$ cat src/rtl/ffTruncPkg.sv
package ffTruncPkg;

  // Strobes from control to datapath
  typedef struct packed {
    logic loadStart;
    logic truncate;
  } ffStrobe_t;

  // Comparison status from datapath to control
  typedef struct packed {
    logic idxZero;
    logic idxLast;
    logic idxBeyond;
  } ffStatus_t;

  typedef enum logic [1:0] {
    ST_IDLE = 2'd0,
    ST_RUN  = 2'd1,
    ST_FIN  = 2'd2
  } ffState_t;

endpackage

$ cat src/rtl/ffTruncData.sv
module ffTruncData
  import ffTruncPkg::*;
#(
  parameter int VL_W = 7
) (
  input  logic            clk,
  input  logic            rstN,
  input  ffStrobe_t       strb,
  input  logic [VL_W-1:0] startVl,
  input  logic            forceVlOne,
  input  logic [VL_W-1:0] respIdx,
  output logic [VL_W-1:0] vlQ,
  output ffStatus_t       status
);

  localparam logic [VL_W-1:0] VL_ONE = VL_W'(1);

  always_ff @(posedge clk) begin
    if (!rstN) begin
      vlQ <= '0;
    end else if (strb.loadStart) begin
      vlQ <= forceVlOne ? VL_ONE : startVl;
    end else if (strb.truncate) begin
      vlQ <= respIdx;
    end
  end

  always_comb begin
    status.idxZero   = (respIdx == '0);
    status.idxLast   = (respIdx == vlQ - VL_ONE);
    status.idxBeyond = (respIdx >= vlQ);
  end

endmodule

$ cat src/rtl/ffTruncCtrl.sv
module ffTruncCtrl
  import ffTruncPkg::*;
(
  input  logic      clk,
  input  logic      rstN,
  input  logic      startValid,
  input  logic      startIndexed,
  input  logic      startVertical,
  input  logic      respValid,
  input  logic      respFault,
  input  ffStatus_t status,
  output ffStrobe_t strb,
  output logic      cancelQ,
  output logic      raiseQ,
  output logic      illegalQ,
  output logic      doneQ
);

  ffState_t state;
  logic legalStart;
  logic respLive;

  always_comb begin
    legalStart     = startValid && !startIndexed && !startVertical;
    respLive       = respValid && (state == ST_RUN) && !status.idxBeyond;
    strb           = '0;
    strb.loadStart = legalStart;
    strb.truncate  = !startValid && respLive && respFault && !status.idxZero;
  end

  always_ff @(posedge clk) begin
    if (!rstN) begin
      state    <= ST_IDLE;
      cancelQ  <= 1'b0;
      raiseQ   <= 1'b0;
      illegalQ <= 1'b0;
    end else begin
      cancelQ  <= 1'b0;
      raiseQ   <= 1'b0;
      illegalQ <= 1'b0;
      if (startValid) begin
        if (legalStart) begin
          state <= ST_RUN;
        end else begin
          state    <= ST_IDLE;
          illegalQ <= 1'b1;
        end
      end else if (respValid && state != ST_IDLE) begin
        if (state == ST_FIN || status.idxBeyond) begin
          cancelQ <= 1'b1;
        end else if (respFault) begin
          state <= ST_FIN;
          if (status.idxZero) raiseQ <= 1'b1;
          else                cancelQ <= 1'b1;
        end else if (status.idxLast) begin
          state <= ST_FIN;
        end
      end
    end
  end

  assign doneQ = (state == ST_FIN);

endmodule

$ cat src/rtl/ffTruncTop.sv
module ffTruncTop
  import ffTruncPkg::*;
#(
  parameter int VL_W = 7
) (
  input  logic            clk,
  input  logic            rstN,
  input  logic            startValid,
  input  logic [VL_W-1:0] startVl,
  input  logic            startIndexed,
  input  logic            startVertical,
  input  logic            forceVlOne,
  input  logic            respValid,
  input  logic [VL_W-1:0] respIdx,
  input  logic            respFault,
  output logic            cancelOut,
  output logic            raiseOut,
  output logic            illegalOut,
  output logic [VL_W-1:0] vlOut,
  output logic            doneOut
);

  ffStrobe_t strb;
  ffStatus_t status;

  ffTruncCtrl u_ctrl (
    .clk          (clk),
    .rstN         (rstN),
    .startValid   (startValid),
    .startIndexed (startIndexed),
    .startVertical(startVertical),
    .respValid    (respValid),
    .respFault    (respFault),
    .status       (status),
    .strb         (strb),
    .cancelQ      (cancelOut),
    .raiseQ       (raiseOut),
    .illegalQ     (illegalOut),
    .doneQ        (doneOut)
  );

  ffTruncData #(.VL_W(VL_W)) u_data (
    .clk       (clk),
    .rstN      (rstN),
    .strb      (strb),
    .startVl   (startVl),
    .forceVlOne(forceVlOne),
    .respIdx   (respIdx),
    .vlQ       (vlOut),
    .status    (status)
  );

endmodule

$ cat config.mk
export PLATFORM = sky130hd
export DESIGN_NAME = ffTruncTop
export DESIGN_NICKNAME = d
export VERILOG_FILES = /design/src/rtl/ffTruncPkg.sv /design/src/rtl/ffTruncData.sv /design/src/rtl/ffTruncCtrl.sv /design/src/rtl/ffTruncTop.sv
export SDC_FILE = /design/constraint.sdc
export NUM_CORES = 1
export LEC_CHECK = 0
export BUFFER_PORTS_ARGS = -buffer_cell sky130_fd_sc_hd__buf_2
export CORE_MARGIN = 5
export CORE_UTILIZATION = 45
export DETAILED_ROUTE_END_ITERATION = 16
export PLACE_DENSITY = 0.77
export SETUP_SLACK_MARGIN = 0.15
export SLEW_MARGIN = 30
export SYNTH_ARGS = -nofsm -noshare
export SYNTH_HDL_FRONTEND = slang
export SYNTH_SLANG_ARGS = --single-unit
$ cat constraint.sdc
create_clock -name clk -period 4.8 [get_ports clk]
set_input_delay 0.72 -clock clk [delete_from_list [all_inputs] [get_ports clk]]
set_output_delay 0.72 -clock clk [all_outputs]
set_load 0.01 [all_outputs]
# --- After elaboration in Yosys (flattened, before gate mapping) ---
# Cells that the tools add are included.
classes:
  add_sub_neg: 1
  magnitude_cmp: 1
  eq_ne: 4
  mux: 14
  bitwise: 3
  n_reduce_logical: 23
op_table:
  columns: ["operator", "count"]
  rows:
  - ["7-bit 2-to-1 mux", 3]
  - ["2-bit 2-to-1 mux", 5]
  - ["1-bit logical AND", 8]
  - ["7-bit == test", 1]
  - ["7-bit >= comparator", 1]
  - ["7-bit zero test", 1]
  - ["7-bit by 1-bit subtractor with 7-bit output, second input constant", 1]
  - ["1-bit 2-to-1 mux", 6]
  - ["2-bit nonzero test", 3]
  - ["1-bit zero test", 5]
  - ["5-bit OR reduction", 1]
  - ["1-bit NOT", 3]
  - ["3-bit AND reduction", 1]
  - ["3-bit nonzero test", 1]
  - ["3-bit OR reduction", 1]
  - ["2-bit by 1-bit == test with 1-bit output, second input constant", 1]
  - ["2-bit == test, second input constant", 1]
  - ["2-bit != test, second input constant", 1]
  - ["2-bit AND reduction", 1]
  - ["1-bit logical OR", 1]
totals:
  regBits: 12
  output_inout_bits: 11

# --- Logic depth before layout (Yosys ltp) ---
# Gate-level depths: netlist of run 1.
logic_depth:
  ltp_word: 8
  depth_mapped: 9

# --- Cells and area by module ---
# Synthesis of run 1 repeated with hierarchy kept, for this count alone.
hier_totals:
  cells_unflattened: 112
  hier_area_um2: 928.4
modules_own_cells:
  columns: ["module", "n_inst", "cells_per_inst", "area_each_um2", "seq_area_each_um2"]
  rows:
  - ["ffTruncData", 1, 84, 689.4, 140.1]
  - ["ffTruncCtrl", 1, 28, 239.0, 100.1]

# --- Worst setup path before layout of run 1 ---
# OpenSTA, ideal clock, no wires.
synth_timing:
  kind: "input-to-reg"
  start: "input port respIdx[4]"
  end: "register u_data.vlQ[0]"
  arrival_ns: 2.333
  path_slack_ns: 2.343
  path_stages: 8
  path_cell_list: "ha_1 > a211oi_2 > nor2_1 > or3_1 > or3_1 > buf_6 > mux2i_1 > a21oi_1"
synth_between:
  elab_chain_len: 7
  elab_cells_between_ends: 9
  classes_between: "order compare (1); reduce/logical (8)"
synth_lines:
  columns: ["item", "line_no", "text"]
  rows:
  - ["start: declaration", "ffTruncTop.sv:14", "input logic [VL_W-1:0] respIdx,"]
  - ["7-bit >= comparator", "ffTruncData.sv:31", "status.idxBeyond = (respIdx >= vlQ);"]
  - ["1-bit zero test", "ffTruncCtrl.sv:25", "respLive = respValid && (state == ST_RUN) && !status.idxBeyond;"]
  - ["1-bit logical AND", "ffTruncCtrl.sv:25", null]
  - ["1-bit logical AND (2 in series)", "ffTruncCtrl.sv:28", "strb.truncate = !startValid && respLive && respFault && !status.idxZero;"]
  - ["1-bit logical AND (*)", "ffTruncCtrl.sv:28", null]
  - ["2-bit nonzero test (no line) (*)", null, null]
  - ["end signal: assignment", "ffTruncData.sv:22", "vlQ <= forceVlOne ? VL_ONE : startVl;"]
  - ["end signal: assignment", "ffTruncData.sv:24", "vlQ <= respIdx;"]
  - ["end: declaration", "ffTruncData.sv:12", "output logic [VL_W-1:0] vlQ,"]
# Mark *: on every way between the ends. The rest lies on a longest branch, timed or not.
# A chain may end at the register's enable or synchronous reset.

# --- Final worst setup path of run 1 ---
# Ends and elaborated chain as after synthesis.

==> results of run 1 <==
-- cells in the final DEF (no fill, tap or decap), types with 2 or more instances in the layout --
| cell | synthesis | final |
|---|---|---|
| a211oi_1 | 2 | 2 |
| a21oi_1 | 4 | 4 |
| and3_1 | 2 | 2 |
| buf_2 | 0 | 32 |
| clkbuf_4 | 0 | 3 |
| dfxtp_1 | 12 | 12 |
| ha_1 | 8 | 8 |
| inv_1 | 10 | 10 |
| mux2i_1 | 8 | 8 |
| nand2_1 | 15 | 15 |
| nand2b_1 | 2 | 2 |
| nand3_1 | 2 | 2 |
| nand4b_1 | 2 | 2 |
| nor2_1 | 5 | 5 |
| nor3_1 | 4 | 4 |
| nor4_1 | 4 | 4 |
| o21ai_0 | 5 | 5 |
| o21ai_1 | 6 | 6 |
| or3_1 | 3 | 3 |
| xnor2_1 | 5 | 5 |
-- cells by family (layout without fill, tap and decap cells) --
logic type	Yosys count	after routing
flops	12	12
mux	8	8
compound gates	24	24
fa+ha+maj	8	8
xor+xnor	6	6
buf+inv	11	45
simple gates	45	45
-- metal layers --
metal / global-route usage / wire length, um / vias up
li1: - / - / 483
met1: 0.218 / 1030 / 424
met2: 0.278 / 1030 / 36
met3: 0.00804 / 134 / 5
met4: 0.0972 / 50 / 0
met5: 0 / 0 / -
-- per-stage QoR --
step,hold WS (ps),setup slack [ps],instances,instance area (sq um),util
floorplan,489,2340,114,908,-
global placement,507,2050,172,1090,0.562
detailed placement,523,1980,172,1090,0.562
CTS,539,2290,175,1110,0.573
global route,584,2180,175,1110,0.573
finish,540,2270,175,1110,0.573
-- area by class of cell --
class | instances | area [sq um] | area share
well taps | 27 | 33.8 | 0.0303
flip-flops and latches | 12 | 240 | 0.216
clock buffers | 3 | 22.5 | 0.0202
inverters | 10 | 37.5 | 0.0337
multi-input cells | 91 | 619 | 0.556
repair buffers | 32 | 160 | 0.144
-- where the power goes --
part	leakage [nW]	switching (mW)	total [mW]	internal (mW)
sequential	0.0974	0.00317	0.105	0.102
combinational	0.411	0.0272	0.0512	0.0240
clock	0.0138	0.0308	0.0599	0.0291
total	0.522	0.0612	0.216	0.155
-- worst min path at each step --
| stage | cells past startpoint | slack (ps) | end | start |
|---|---|---|---|---|
| global route | 1 | 580 | u_ctrl.state[1]$_SDFFE_PN0P_ | u_ctrl.state[1]$_SDFFE_PN0P_ |
| CTS | 1 | 540 | u_ctrl.state[1]$_SDFFE_PN0P_ | u_ctrl.state[1]$_SDFFE_PN0P_ |
| global placement | 1 | 510 | u_ctrl.state[1]$_SDFFE_PN0P_ | u_ctrl.state[1]$_SDFFE_PN0P_ |
| floorplan | 1 | 490 | u_ctrl.state[1]$_SDFFE_PN0P_ | u_ctrl.state[1]$_SDFFE_PN0P_ |
| detailed placement | 1 | 520 | u_ctrl.state[1]$_SDFFE_PN0P_ | u_ctrl.state[1]$_SDFFE_PN0P_ |
| finish | 1 | 540 | u_ctrl.state[1]$_SDFFE_PN0P_ | u_ctrl.state[1]$_SDFFE_PN0P_ |
-- state kept, by name, indices dropped and copies added (netlist names) --
| register | flops |
|---|---|
| u_ctrl.cancelQ | 1 |
| u_ctrl.illegalQ | 1 |
| u_ctrl.raiseQ | 1 |
| u_ctrl.state | 2 |
| u_data.vlQ | 7 |
==> out/metrics.csv, run 1 <==
metric,value,unit
FF-to-FF path depth,8,
initial DRC count,20,
syn nets,144,
Clock Skew,0.345,ps
critical path data required time,4960,ps
commonest cells in the netlist,"nand2_1 (15), dfxtp_1 (12), inv_1 (10), ha_1 (8), mux2i_1 (8)",
DPL Wire Length,1.87,mm
Final Max Slew Viols,0,
register area share after synthesis,0.264,
fin crit share,0.528,
clock tree from TritonCTS,yes,
average instance area after synthesis,7.97,sq um
Worst setup EP type,flip-flop,
worst-path maximum fanout,7,
Yosys top cell area share,0.264,
Mapped Area,908,sq um
share of cells above drive strength 1,0.257,
Worst Tran Pin Value,587,ps
cell row count,16,
asr flop ratio synth,0,
worst hold path class,flip-flop to flip-flop,
clock sink count,12,
register bit total from synthesis,12,
CP Capture Point,u_data.vlQ[0]$_SDFFE_PN0P_,
post-CTS sizing,0,
Crit Reg-Reg Endpoint,u_data.vlQ[0]$_SDFFE_PN0P_,
# Max-Cap Violations,0,
post-route ant nets,0,
die span in y,54.9,um
Synth Area in Compound Gates,0.167,
Max H-tree Level,1,
"top cells by area, synth","dfxtp_1 (26%), ha_1 (11%), mux2i_1 (8.8%), nand2_1 (6.2%), xnor2_1 (4.8%)",
Synth Area in Simple Gates,0.259,
R2R Path Start,u_data.vlQ[4]$_SDFFE_PN0P_,
die area,3020,sq um
Port Buf Inserts,32,
post-layout min period,2530,ps
Yosys cell types,33,
# nets final,180,
critical path depth,8,
cell mode on critical path,or3_1,
unrepaired setup endpoints after global routing,false,
wire per inst,12.8,um
Initial Util,0.468,
GP Congestion,0.897,
maximum VDD drop,0.000118,V
xor/xnor cell area share of the yosys netlist,0.0579,
DIE WIDTH,54.9,um
Setup-failing EPs final,0,
Vias/cell,5.42,
initial antenna violation count,0,
maximum clock frequency,0.395,GHz
worst skew pair latency,270,ps
total track usage,0.169,
Synth Area in Adders,0.110,
max incr delay on CP,540,ps
Buf/Inv on CP,1,
global-route wire length before repair,3.68,mm
"count leader, synth",nand2_1,
Area Overhead vs Synth,22.6,%
Syn Inst Count,114,
total power,0.216,mW
CP startpoint,respIdx[4],
Pwr per Cell Area,194,nW/um^2
"Hold Vio Cnt, Final",0,
CP Launch Type,input pin,
gr ovfl total,0,
clock root buffer,clkbuf_4,
Antenna Cells,0,
Ys Warns,0,
P_leak,0.522,nW
Fillers,201,
Setup CP Type,input pin to flip-flop,
IO Count,33,
CTS max path bufs,2,
vias in the first global route,877,
status,completed,
TritonCTS buffer count,3,
worst path arrival time,2690,ps
Top delay family on crit path,simple AND/OR/NAND/NOR gates,
setup bufs post-CTS,0,
setup_tns,0,ps
Post-synth EDFFs,0,
reg2reg setup slack,2400,ps
Clock Pin Slew Worst Setup and Hold Paths,70,ps
DRT Pass-1 Iters,4,
via count,948,
post-synth top area cell,dfxtp_1,
Slew headroom,0.608,
largest net degree at the start of global routing,10,
DR DRC count,0,
"Slowest-stage cell, CP",or3_1,
hold buffer count at CTS,0,
largest family of logic cells by synthesized area,simple AND/OR/NAND/NOR gates,
"Top FF cell, synth",dfxtp_1,
drt total wl,2.25,mm
core area,1940,sq um
crit-path cells,"buf_2, ha_1, a211oi_2, nor2_1, or3_1, or3_1, mux2i_1, a21oi_1",
post-synthesis mux area share,0.0882,
Power figures use the tool's default switching activity.
==> inputs of run 2 (changes only) <==
- clock period: 4.8 -> 2.6 ns (I/O delays scaled with it)
==> run 2 against run 1 <==
Clock skew is 6.4 ps higher. Final cell count increased by 1.1%. First-iteration DRC count fell by 30%. Global-route usage grew 0.46 points. Sequential power grew 84%. Critical path type is now flip-flop to flip-flop. Critical endpoint is now u_data.vlQ[1]$_SDFFE_PN0P_.
==> out/metrics.csv, run 2 (synthesis results as in run 1) <==
metric,value,unit,change
Clock Pin Slew Worst Setup and Hold Paths,70,ps,about the same
CP Launch Type,flip-flop,,was input pin
Buf/Inv on CP,1,,unchanged
worst hold path class,input pin to flip-flop,,was flip-flop to flip-flop
DP Area,1100,sq um,was 1090 sq um
DIE WIDTH,54.9,um,unchanged
# Max-Cap Violations,0,,unchanged
Worst setup EP type,flip-flop,,unchanged
cell row count,16,,unchanged
IO Count,33,,unchanged
# nets final,181,,was 180
post-route ant nets,0,,unchanged
Antenna Cells,0,,unchanged
hold buffer count at CTS,0,,unchanged
Area Overhead vs Synth,25.5,%,was 22.6%
drt total wl,2.24,mm,was 2.25 mm
Reg area,240,sq um,unchanged
highest-count cells in the layout ignoring fill and taps,"buf_2 (32), nand2_1 (15), dfxtp_1 (12)",,unchanged
Final Util,0.587,,was 0.573
die span in y,54.9,um,unchanged
met3 Use GR,0.0268,,was 0.00804
clock tree from TritonCTS,yes,,unchanged
worst path arrival time,2390,ps,was 2690 ps
Worst Tran Pin Value,608,ps,was 587 ps
critical path data required time,2750,ps,was 4960 ps
DPL Wire Length,1.87,mm,about the same
clock root buffer,clkbuf_4,,unchanged
Reg with most FFs,u_data.vlQ,,unchanged
via count,942,,was 948
setup bufs post-CTS,0,,unchanged
Pwr per Cell Area,380,nW/um^2,was 194 nW/um^2
worst skew pair latency,270,ps,about the same
Setup-failing EPs final,0,,unchanged
status,completed,,unchanged
crit-path cells,"inv_1, ha_1, a211oi_2, nor2_1, or3_1, or3_4, mux2i_1, o21ai_1",,"was buf_2, ha_1, a211oi_2, nor2_1, or3_1, or3_1, mux2i_1, a21oi_1"
vias in the first global route,922,,was 877
die area,3020,sq um,unchanged
initial antenna violation count,0,,unchanged
share of cells above drive strength 1,0.273,,was 0.257
maximum clock frequency,0.448,GHz,
Port Buf Inserts,32,,unchanged
multi-input logic area,624,sq um,was 619 sq um
setup_tns,0,ps,unchanged
gr ovfl total,0,,unchanged
max incr delay on CP,450,ps,was 540 ps
core area,1940,sq um,unchanged
Final Max Slew Viols,0,,unchanged
hold slack,319,ps,was 540 ps
GP Congestion,0.892,,was 0.897
global-route wire length before repair,3.79,mm,was 3.68 mm
Max H-tree Level,1,,unchanged
Clock Skew,6.79,ps,was 0.345 ps
Vias/cell,5.32,,was 5.42
"most common cell after layout, fill and taps aside",buf_2,,unchanged
post-layout min period,2230,ps,
Fillers,180,,was 201
DR DRC count,0,,unchanged
maximum VDD drop,0.000346,V,was 0.000118 V
Largest register FFs,7,,unchanged
initial DRC count,14,,was 20
met1 Track Usage GR,0.208,,was 0.218
biggest regs,"u_data.vlQ x7, u_ctrl.state x2",,unchanged
"Hold Vio Cnt, Final",0,,unchanged
fin crit share,0.858,,
unrepaired setup endpoints after global routing,false,,unchanged
P_leak,0.537,nW,was 0.522 nW
Initial Util,0.468,,unchanged
Slew headroom,0.594,,was 0.608
Final Cell Area,1140,sq um,was 1110 sq um
TritonCTS buffer count,3,,unchanged
clock sink count,12,,unchanged
Setup CP Type,flip-flop to flip-flop,,was input pin to flip-flop
met2 Use GR,0.295,,was 0.278
wire per inst,12.6,um,was 12.8 um
busiest grt layer,met2,,unchanged
total power,0.433,mW,was 0.216 mW
DRT Pass-1 Iters,4,,unchanged
"Slowest-stage cell, CP",or3_4,,was or3_1
largest net degree at the start of global routing,10,,unchanged
Top delay family on crit path,simple AND/OR/NAND/NOR gates,,unchanged
CTS max path bufs,2,,unchanged
worst-path maximum fanout,7,,unchanged
total track usage,0.173,,was 0.169
-- run 2: cell types whose count changed in the layout (fill, tap and decap cells not counted), sizes merged --
| cell | previous run | this run |
|---|---|---|
| clkbuf | 3 | 4 |
| buf | 32 | 33 |
-- run 2: repair_timing --
item                                    in CTS  in global routing
endpoints found under the setup margin       0                  7
hold endpoints to repair                     0                  0
resized for setup                            0                  1
-- run 2: area by class of cell --
| type | count | area share |
|---|---|---|
| timing repair buffer | 33 | 0.147 |
| tap | 27 | 0.0296 |
| clock buffer | 4 | 0.0318 |
| multi-input combinational | 91 | 0.548 |
| sequential | 12 | 0.211 |
| inverter | 10 | 0.0329 |
-- run 2: final timing paths --
check,startpoint,to,slack (ps),cells past startpoint
setup / recovery,u_data.vlQ[4]$_SDFFE_PN0P_,u_data.vlQ[1]$_SDFFE_PN0P_,370,8
setup reg to reg,u_data.vlQ[4]$_SDFFE_PN0P_,u_data.vlQ[1]$_SDFFE_PN0P_,370,8
hold reg to reg,u_ctrl.state[1]$_SDFFE_PN0P_,u_ctrl.state[1]$_SDFFE_PN0P_,530,1
hold / removal,startVl[6],u_data.vlQ[6]$_SDFFE_PN0P_,320,3
-- run 2: per-layer routing --
| metal | share of wire | routed length [um] | vias up |
|---|---|---|---|
| li1 | - | - | 484 |
| met1 | 0.44 | 976 | 429 |
| met2 | 0.50 | 1110 | 27 |
| met3 | 0.054 | 120 | 2 |
| met4 | 0.012 | 27 | 0 |
| met5 | 0 | 0 | - |
-- run 2: where the power goes --
group	total [mW]	switching [mW]	leakage [nW]	internal (mW)
clock network	0.144	0.0587	0.0210	0.0851
logic	0.0956	0.0508	0.418	0.0447
registers	0.193	0.00507	0.0974	0.188
-- run 2: tightest hold or removal path, cell delays in order --
cell and delay [ps]:
buf_2 70, nand2_1 40, o21ai_1 60
-- run 2: stage by stage --
step	setup slack, ps	std cells
floorplan	390	114
global placement	179	173
detailed placement	144	173
CTS	246	177
global route	209	177
finish	368	177
